--- config.mk ---
export PLATFORM = sky130hd
export DESIGN_NAME = sem_bank
export DESIGN_NICKNAME = d
export VERILOG_FILES = /design/src/rtl/sem_pkg.sv /design/src/rtl/sem_port_dec.sv /design/src/rtl/sem_cell.sv /design/src/rtl/sem_rd_mux.sv /design/src/rtl/sem_bank.sv
export SDC_FILE = /design/constraint.sdc
export NUM_CORES = 1
export LEC_CHECK = 0
export ABC_CLOCK_PERIOD_IN_PS = 2200
export BUFFER_PORTS_ARGS = -buffer_cell sky130_fd_sc_hd__buf_2
export CAP_MARGIN = 20
export CORE_ASPECT_RATIO = 1.25
export CORE_MARGIN = 3
export CORE_UTILIZATION = 30
export CTS_BUF_LIST = sky130_fd_sc_hd__clkbuf_16
export DETAILED_ROUTE_END_ITERATION = 12
export PLACE_DENSITY = 0.46
export SLEW_MARGIN = 0
export SYNTH_ARGS = -nofsm -noshare
export SYNTH_HDL_FRONTEND = slang
export SYNTH_SLANG_ARGS = --single-unit
--- constraint.sdc ---
create_clock -name clk -period 2.2 [get_ports clk]
set_clock_uncertainty 0.15 [all_clocks]
set_input_delay 0.55 -clock clk [delete_from_list [all_inputs] [get_ports clk]]
set_output_delay 0.55 -clock clk [all_outputs]
set_load 0.01 [all_outputs]
--- src/rtl/sem_pkg.sv ---
package sem_pkg;
   typedef enum logic [1:0] {
      OWN_NONE  = 2'd0,
      OWN_LEFT  = 2'd1,
      OWN_RIGHT = 2'd2
   } owner_t;
endpackage

--- src/rtl/sem_port_dec.sv ---
module sem_port_dec #(
   parameter int NUM_SEM = 8,
   parameter int IDX_W   = $clog2(NUM_SEM)
) (
   input  logic               sem_en,
   input  logic               wr,
   input  logic [IDX_W-1:0]   idx,
   input  logic               wdata,
   output logic [NUM_SEM-1:0] req,
   output logic [NUM_SEM-1:0] rel
);
   logic access;
   assign access = sem_en & wr;

   for (genvar g = 0; g < NUM_SEM; g++) begin : g_line
      logic hit;
      assign hit    = access && (idx == IDX_W'(g));
      assign req[g] = hit & ~wdata;
      assign rel[g] = hit &  wdata;
   end
endmodule

--- src/rtl/sem_cell.sv ---
module sem_cell
   import sem_pkg::*;
(
   input  logic clk,
   input  logic rst_n,
   input  logic req_l,
   input  logic rel_l,
   input  logic req_r,
   input  logic rel_r,
   output logic own_l,
   output logic own_r
);
   owner_t own_q, own_d;
   logic   pend_l_q, pend_l_d;
   logic   pend_r_q, pend_r_d;

   always_comb begin
      own_d    = own_q;
      pend_l_d = pend_l_q;
      pend_r_d = pend_r_q;
      case (own_q)
         OWN_NONE: begin
            if (req_l) begin
               own_d    = OWN_LEFT;
               pend_r_d = req_r;
            end else if (req_r) begin
               own_d = OWN_RIGHT;
            end
         end
         OWN_LEFT: begin
            if (rel_l) begin
               own_d    = (pend_r_q | req_r) ? OWN_RIGHT : OWN_NONE;
               pend_r_d = 1'b0;
            end else if (req_r) begin
               pend_r_d = 1'b1;
            end
         end
         OWN_RIGHT: begin
            if (rel_r) begin
               own_d    = (pend_l_q | req_l) ? OWN_LEFT : OWN_NONE;
               pend_l_d = 1'b0;
            end else if (req_l) begin
               pend_l_d = 1'b1;
            end
         end
         default: begin
            own_d    = OWN_NONE;
            pend_l_d = 1'b0;
            pend_r_d = 1'b0;
         end
      endcase
   end

   always_ff @(posedge clk) begin
      if (!rst_n) begin
         own_q    <= OWN_NONE;
         pend_l_q <= 1'b0;
         pend_r_q <= 1'b0;
      end else begin
         own_q    <= own_d;
         pend_l_q <= pend_l_d;
         pend_r_q <= pend_r_d;
      end
   end

   assign own_l = (own_q == OWN_LEFT);
   assign own_r = (own_q == OWN_RIGHT);

   assert_free_grant_R2: assert property (@(posedge clk) disable iff (!rst_n)
      (own_q == OWN_NONE && req_l) |=> (own_q == OWN_LEFT));
   assert_tie_pending_R5: assert property (@(posedge clk) disable iff (!rst_n)
      (own_q == OWN_NONE && req_l && req_r) |=> pend_r_q);
   assert_handover_R6: assert property (@(posedge clk) disable iff (!rst_n)
      (own_q == OWN_LEFT && rel_l && pend_r_q) |=> (own_q == OWN_RIGHT));
   assert_foreign_release_R7: assert property (@(posedge clk) disable iff (!rst_n)
      (own_q == OWN_RIGHT && rel_l && !rel_r) |=> (own_q == OWN_RIGHT));
   assert_pending_needs_owner_R6: assert property (@(posedge clk) disable iff (!rst_n)
      pend_r_q |-> (own_q == OWN_LEFT));
   assert_idle_hold_R9: assert property (@(posedge clk) disable iff (!rst_n)
      (!req_l && !rel_l && !req_r && !rel_r) |=> $stable(own_q));
endmodule

--- src/rtl/sem_rd_mux.sv ---
module sem_rd_mux #(
   parameter int NUM_SEM = 8,
   parameter int IDX_W   = $clog2(NUM_SEM)
) (
   input  logic               sem_en,
   input  logic [IDX_W-1:0]   idx,
   input  logic [NUM_SEM-1:0] owned,
   output logic               rdata
);
   assign rdata = sem_en ? ~owned[idx] : 1'b1;
endmodule

--- src/rtl/sem_bank.sv ---
module sem_bank #(
   parameter int NUM_SEM = 8,
   parameter int IDX_W   = $clog2(NUM_SEM)
) (
   input  logic             clk,
   input  logic             rst_n,
   input  logic             l_sem_en,
   input  logic             l_wr,
   input  logic [IDX_W-1:0] l_idx,
   input  logic             l_wdata,
   output logic             l_rdata,
   input  logic             r_sem_en,
   input  logic             r_wr,
   input  logic [IDX_W-1:0] r_idx,
   input  logic             r_wdata,
   output logic             r_rdata
);
   localparam int SPAN = 1 << IDX_W;

   if (NUM_SEM < 2) begin : g_chk_count
      $error("sem_bank: NUM_SEM must be at least 2");
   end
   if (SPAN != NUM_SEM) begin : g_chk_pow2
      $error("sem_bank: NUM_SEM must be a power of two matching IDX_W");
   end

   logic [NUM_SEM-1:0] req_l, rel_l, req_r, rel_r;
   logic [NUM_SEM-1:0] own_l, own_r;

   sem_port_dec #(.NUM_SEM(NUM_SEM), .IDX_W(IDX_W)) u_dec_l (
      .sem_en(l_sem_en), .wr(l_wr), .idx(l_idx), .wdata(l_wdata),
      .req(req_l), .rel(rel_l)
   );
   sem_port_dec #(.NUM_SEM(NUM_SEM), .IDX_W(IDX_W)) u_dec_r (
      .sem_en(r_sem_en), .wr(r_wr), .idx(r_idx), .wdata(r_wdata),
      .req(req_r), .rel(rel_r)
   );

   for (genvar g = 0; g < NUM_SEM; g++) begin : g_cell
      sem_cell u_cell (
         .clk(clk), .rst_n(rst_n),
         .req_l(req_l[g]), .rel_l(rel_l[g]),
         .req_r(req_r[g]), .rel_r(rel_r[g]),
         .own_l(own_l[g]), .own_r(own_r[g])
      );
   end

   sem_rd_mux #(.NUM_SEM(NUM_SEM), .IDX_W(IDX_W)) u_rd_l (
      .sem_en(l_sem_en), .idx(l_idx), .owned(own_l), .rdata(l_rdata)
   );
   sem_rd_mux #(.NUM_SEM(NUM_SEM), .IDX_W(IDX_W)) u_rd_r (
      .sem_en(r_sem_en), .idx(r_idx), .owned(own_r), .rdata(r_rdata)
   );

   assert_single_owner_R4: assert property (@(posedge clk) disable iff (!rst_n)
      (l_sem_en && r_sem_en && l_idx == r_idx) |-> (l_rdata || r_rdata));
   assert_disabled_reads_one_R3: assert property (@(posedge clk) disable iff (!rst_n)
      (!l_sem_en |-> l_rdata) and (!r_sem_en |-> r_rdata));
endmodule

## After elaboration in Yosys (flattened, before gate mapping)

Cells that the tools add are included.

- Bitwise gates (word level): 70
- Muxes and demuxes: 118
- Equality and inequality tests: 78
- $lt $le $gt $ge: 2
- Reductions and logical operators: 58

Operators by type and width:

| operator | number |
|---|---|
| two-way mux 2 bit | 40 |
| != test 3 x 1 -> 1 bit (second input constant) | 24 |
| two-way mux 1 bit | 52 |
| != test 2 x 1 -> 1 bit (second input constant) | 24 |
| one-hot mux 2 bit (3 select lines) | 8 |
| AND reduction 3 bit | 16 |
| bitwise AND 1 bit | 34 |
| equality test 3 bit (second input constant) | 8 |
| one-hot mux 1 bit (3 select lines) | 8 |
| NOT 1 bit | 20 |
| equality test 2 x 1 -> 1 bit (second input constant) | 8 |
| equality test 2 bit (second input constant) | 8 |
| logical AND 1 bit | 16 |
| zero test 2 bit | 8 |
| bitwise OR 1 bit | 16 |
| one-hot mux 1 bit (2 select lines) | 8 |
| AND reduction 2 bit | 8 |
| OR reduction 2 bit | 8 |
| equality test 3 x 2 -> 1 bit (second input constant) | 4 |
| < comparator 3 x 4 -> 1 bit (second input constant) | 2 |
| binary-select mux 1 bit (select 3 bit) | 2 |
| equality test 3 x 1 -> 1 bit (second input constant) | 2 |
| zero test 3 bit | 2 |

- Bits in registers: 32

## Depth between registers and ports, before layout

- Depth in word-level cells: 7
- Gate-level depth with buffers: 6

## Hierarchy

From an unflattened synthesis, not the netlist that was laid out.

- Cells, all modules: 284
- Area, all modules: 2184.6 um^2

Modules (own cells, without submodules):

| module | times used | sequential area each (um^2) | cells an instance | area an instance (um^2) |
|---|---|---|---|---|
| sem_cell | 8 | 80.1 | 28 | 225.2 |
| sem_port_dec | 2 | 0.0 | 23 | 116.4 |
| sem_rd_mux | 2 | 0.0 | 7 | 75.1 |

## Worst setup path after synthesis

OpenSTA, ideal clock, no wires.

- Path kind: input port to output port
- Start: input port r_idx[0]
- End: output port r_rdata
- Buffers on the path: 1
- Arrival time: 1466 ps
- Path slack: 34 ps
- Stages: 5
- Cells stage by stage: clkbuf_1 -> inv_1 -> nor3_1 -> o311a_1 -> o21ai_0

- Word-level cells in the longest chain between the ends: 4

Ends and longest elaborated chain:

| element | RTL line | text |
|---|---|---|
| start, declared | sem_bank.sv:14 | `input logic [IDX_W-1:0] r_idx,` |
| binary-select mux 1 bit (select 3 bit) | sem_rd_mux.sv:10 | `assign rdata = sem_en ? ~owned[idx] : 1'b1;` |
| two-way mux 1 bit (implied by the code) | sem_rd_mux.sv:10 |  |
| NOT 1 bit | sem_rd_mux.sv:10 |  |
| two-way mux 1 bit | sem_rd_mux.sv:10 |  |
| end, declared | sem_bank.sv:16 | `output logic r_rdata` |

No other way between the ends. The select of a mux whose other input is x is not followed.

## Final worst setup path

- Start: input port l_idx[0]
- End: output port l_rdata

- Word-level cells in the longest chain between the ends: 4

Ends and longest elaborated chain:

| element | RTL line | text |
|---|---|---|
| start, declared | sem_bank.sv:9 | `input logic [IDX_W-1:0] l_idx,` |
| binary-select mux 1 bit (select 3 bit) | sem_rd_mux.sv:10 |  |
| two-way mux 1 bit (implied by the code) | sem_rd_mux.sv:10 |  |
| NOT 1 bit | sem_rd_mux.sv:10 |  |
| two-way mux 1 bit | sem_rd_mux.sv:10 |  |
| end, declared | sem_bank.sv:11 | `output logic l_rdata,` |

No other way between the ends. The select of a mux whose other input is x is not followed.

==> flow_metrics.py <==
metrics = {
    "status": {
        "run_status": "finished, violations left",
        "violations": "negative setup slack",
    },
    "yosys": {
        "synth_cell_type_count": 66,
        "synth_area_leader_cell": "dfxtp_1",
        "synth_flop_cell": "dfxtp_1",
        "synthTopCellsByCount": "dfxtp_1, nor2_1, nor3_1",
        "yosysTopAreaCellShare_pct": 27.56,
        "synth_warnings": 0,
        "async_flop_share_pct": 0,
        "synthCells": 303,
        "ys_seq_area_share_pct": 27.56,
        "synth-seq-cells": 32,
        "synth.area.top_cells": "dfxtp_1, a31oi_1, nor3_1",
        "synth-edff-count": 0,
        "syn_area_um2": 2325,
        "synth_nets": 317,
        "synthMostInstantiatedCell": "dfxtp_1",
        "synth.avg_cell_area_um2": 7.672,
    },
    "drt": {
        "wl_um": 7750,
        "avgViaCountPerCell": 5.643,
        "met1_length_um": 3651,
        "postRouteAntennaNets": 0,
        "drc": 0,
        "dr_wl_met3_um": 180,
        "firstDrtPassIters": 4,
        "wl_met2_um": 3744,
        "top_layer": "met4",
        "vias": 2528,
        "drt_iter0_drc": 118,
        "wl_per_cell_um": 17.30,
    },
    "worst_setup_path": {
        "critPathMaxFanout": 5,
        "r2r_cells": 4,
        "r2r_start": "g_cell[0].u_cell.own_q[1]$_SDFFE_PN0P_",
        "end_kind": "primary output",
        "regToRegEndpoint": "g_cell[0].u_cell.pend_r_q$_SDFFE_PN0P_",
        "critPathLaunch": "l_idx[0]",
        "cp-endpoint": "l_rdata",
        "worstPathArrival_ps": 1630,
        "r2r_setup_slack_ps": 710,
        "crit_type": "in -> out",
        "worstSetupStartpointType": "primary input",
        "cp.required_ps": 1500,
    },
    "die": {
        "start_util_pct": 31.23,
        "fp.coreArea_um2": 7445,
        "dieWidth_um": 84.74,
        "io_pins": 16,
        "rows": 35,
        "die_y_um": 104.4,
        "die_area_um2": 8848,
    },
    "power": {
        "power_leakage_nw": 1.151,
        "p_per_area_nw_per_um2": 491.7,
        "peakVddDrop_v": 0.0002948,
    },
    "global_route": {
        "grt_overflow": 0,
        "grt_util_all_layers_pct": 17.83,
        "first_global_vias": 2689,
        "grt_max_degree": 14,
        "grt_pass1_wl_um": 12900,
        "antenna_found_initial": 0,
    },
    "cells_and_area": {
        "syn_to_final_growth_pct": 32.99,
        "antenna_cells": 0,
        "final_layout_size_suffix_gt1_share_pct": 28.37,
        "final_util_pct": 41.53,
        "finalNetCount": 370,
        "finalNonFillerCells": 448,
    },
    "cts": {
        "clock_sinks": 32,
        "cts_tree": "yes",
        "clock_latency_ps": 280,
        "hold_buffers": 0,
        "cts_root_buffer": "clkbuf_16",
        "cts_max_level": 2,
        "cts_inserted_buffers": 5,
        "ctsLongestPathBuffers": 2,
        "clkTransAtPathRegs_ps": 50,
    },
    "placed_design": {
        "gp_congestion": 0.8062,
        "dp.cells": 438,
        "portBuffers": 15,
        "dpl.hpwl_um": 5982,
    },
    "sta": {
        "setup_viol": 2,
        "fmax_mhz": 428.6,
        "fin_crit_ps": 2333,
        "grt_setup_unrepaired": "yes",
        "drv_slew": 0,
        "tightest_slew_ps": 523.7,
        "hold_violations": 0,
        "fin_crit_sh_pct": 106.0,
        "layout_setup_ws_ps": -133.0,
        "slew-limit-headroom_pct": 64.18,
    },
    "run": {
        "drv_cap": 0,
    },
    "min_path": {
        "hold_class": "reg -> reg",
    },
}
routing by layer:
metal  global-route usage [%]  vias to the layer above
met5                        0                        -
met4                    5.882                        0
met3                    2.853                       16
met2                    30.91                       37
met1                    22.18                     1206
li1                         -                     1269
cells in the final DEF (no fill, tap or decap), drive strengths merged, types with 8 or more instances in the layout:
cell type / instances
a21oi: 18
a31oi: 18
buf: 69
dfxtp: 32
inv: 11
nand2: 18
nand2b: 8
nor2: 22
nor3: 22
o21a: 11
o21ai: 20
kinds of logic (layout without fill, tap and decap cells):
logic type	Yosys count	in the layout	share of synthesized area (%)
AO/OA/AOI/OAI	111	111	32.89
XOR/XNOR	1	1	0.3768
buffers and inverters	35	88	6.673
flip-flops	32	32	27.56
multiplexers	5	5	2.691
AND/OR/NAND/NOR	119	119	29.82
worst min path at each step:
stage | from | end | slack [ps] | depth (start not counted)
floorplan | g_cell[7].u_cell.pend_r_q$_SDFFE_PN0P_ | g_cell[7].u_cell.pend_r_q$_SDFFE_PN0P_ | 290 | 1
global placement | g_cell[7].u_cell.pend_r_q$_SDFFE_PN0P_ | g_cell[7].u_cell.pend_r_q$_SDFFE_PN0P_ | 320 | 1
detailed placement | g_cell[7].u_cell.pend_r_q$_SDFFE_PN0P_ | g_cell[7].u_cell.pend_r_q$_SDFFE_PN0P_ | 310 | 1
CTS | g_cell[7].u_cell.pend_r_q$_SDFFE_PN0P_ | g_cell[7].u_cell.pend_r_q$_SDFFE_PN0P_ | 330 | 1
global route | g_cell[7].u_cell.pend_r_q$_SDFFE_PN0P_ | g_cell[7].u_cell.pend_r_q$_SDFFE_PN0P_ | 350 | 1
finish | g_cell[7].u_cell.pend_r_q$_SDFFE_PN0P_ | g_cell[7].u_cell.pend_r_q$_SDFFE_PN0P_ | 330 | 1
report_power, final:
part	switching [mW]	leakage [nW]	internal (mW)
combinational	0.149	0.826	0.120
clock	0.246	0.0648	0.404
sequential	0.00898	0.260	0.591
total	0.404	1.15	1.12
registers in the layout (all words and copies together) (netlist names):
| name | count |
|---|---|
| g_cell.u_cell.pend_r_q | 8 |
| g_cell.u_cell.pend_l_q | 8 |
| g_cell.u_cell.own_q | 16 |
stage by stage:
stage	hold WS, ps	power, mW	setup TNS, ps	worst slack, ps	instance area [µm²]
finish	328.2	1.520	-198.5	-133.0	3092
global route	352.4	1.587	-273.9	-174.4	3092
CTS	327.7	1.529	-195.3	-136.9	3060
detailed placement	311.8	0.8502	-1779	-298.2	2791
global placement	317.9	0.8509	-1290	-239.1	2791
floorplan	292.6	0.7420	0	34.30	2325
repair_timing:
| action | 4_1_cts | 5_1_grt |
|---|---|---|
| pin swaps | 6 | 1 |
| gates resized for setup | 23 | 9 |
| cloned | 1 | 0 |
| buffers inserted | 2 | 0 |
| setup endpoints to repair | 2 | 2 |
cell type report:
cell class              instances  area (µm²)
clock buffers                   5       125.1
fillers                       785        4353
inverters                      11       43.79
repair buffers                 70       555.5
multi-input cells             236        1600
well taps                      92       115.1
flip-flops and latches         32       644.4
clock inverters                 2       7.507
critical path, cell delays in order:
cell and delay, ps:
buf_12 110, nor3b_2 180, a31oi_1 60, mux4_2 450, nand2b_4 160, buf_6 120
No activity file was read; power rests on OpenSTA's default activity.
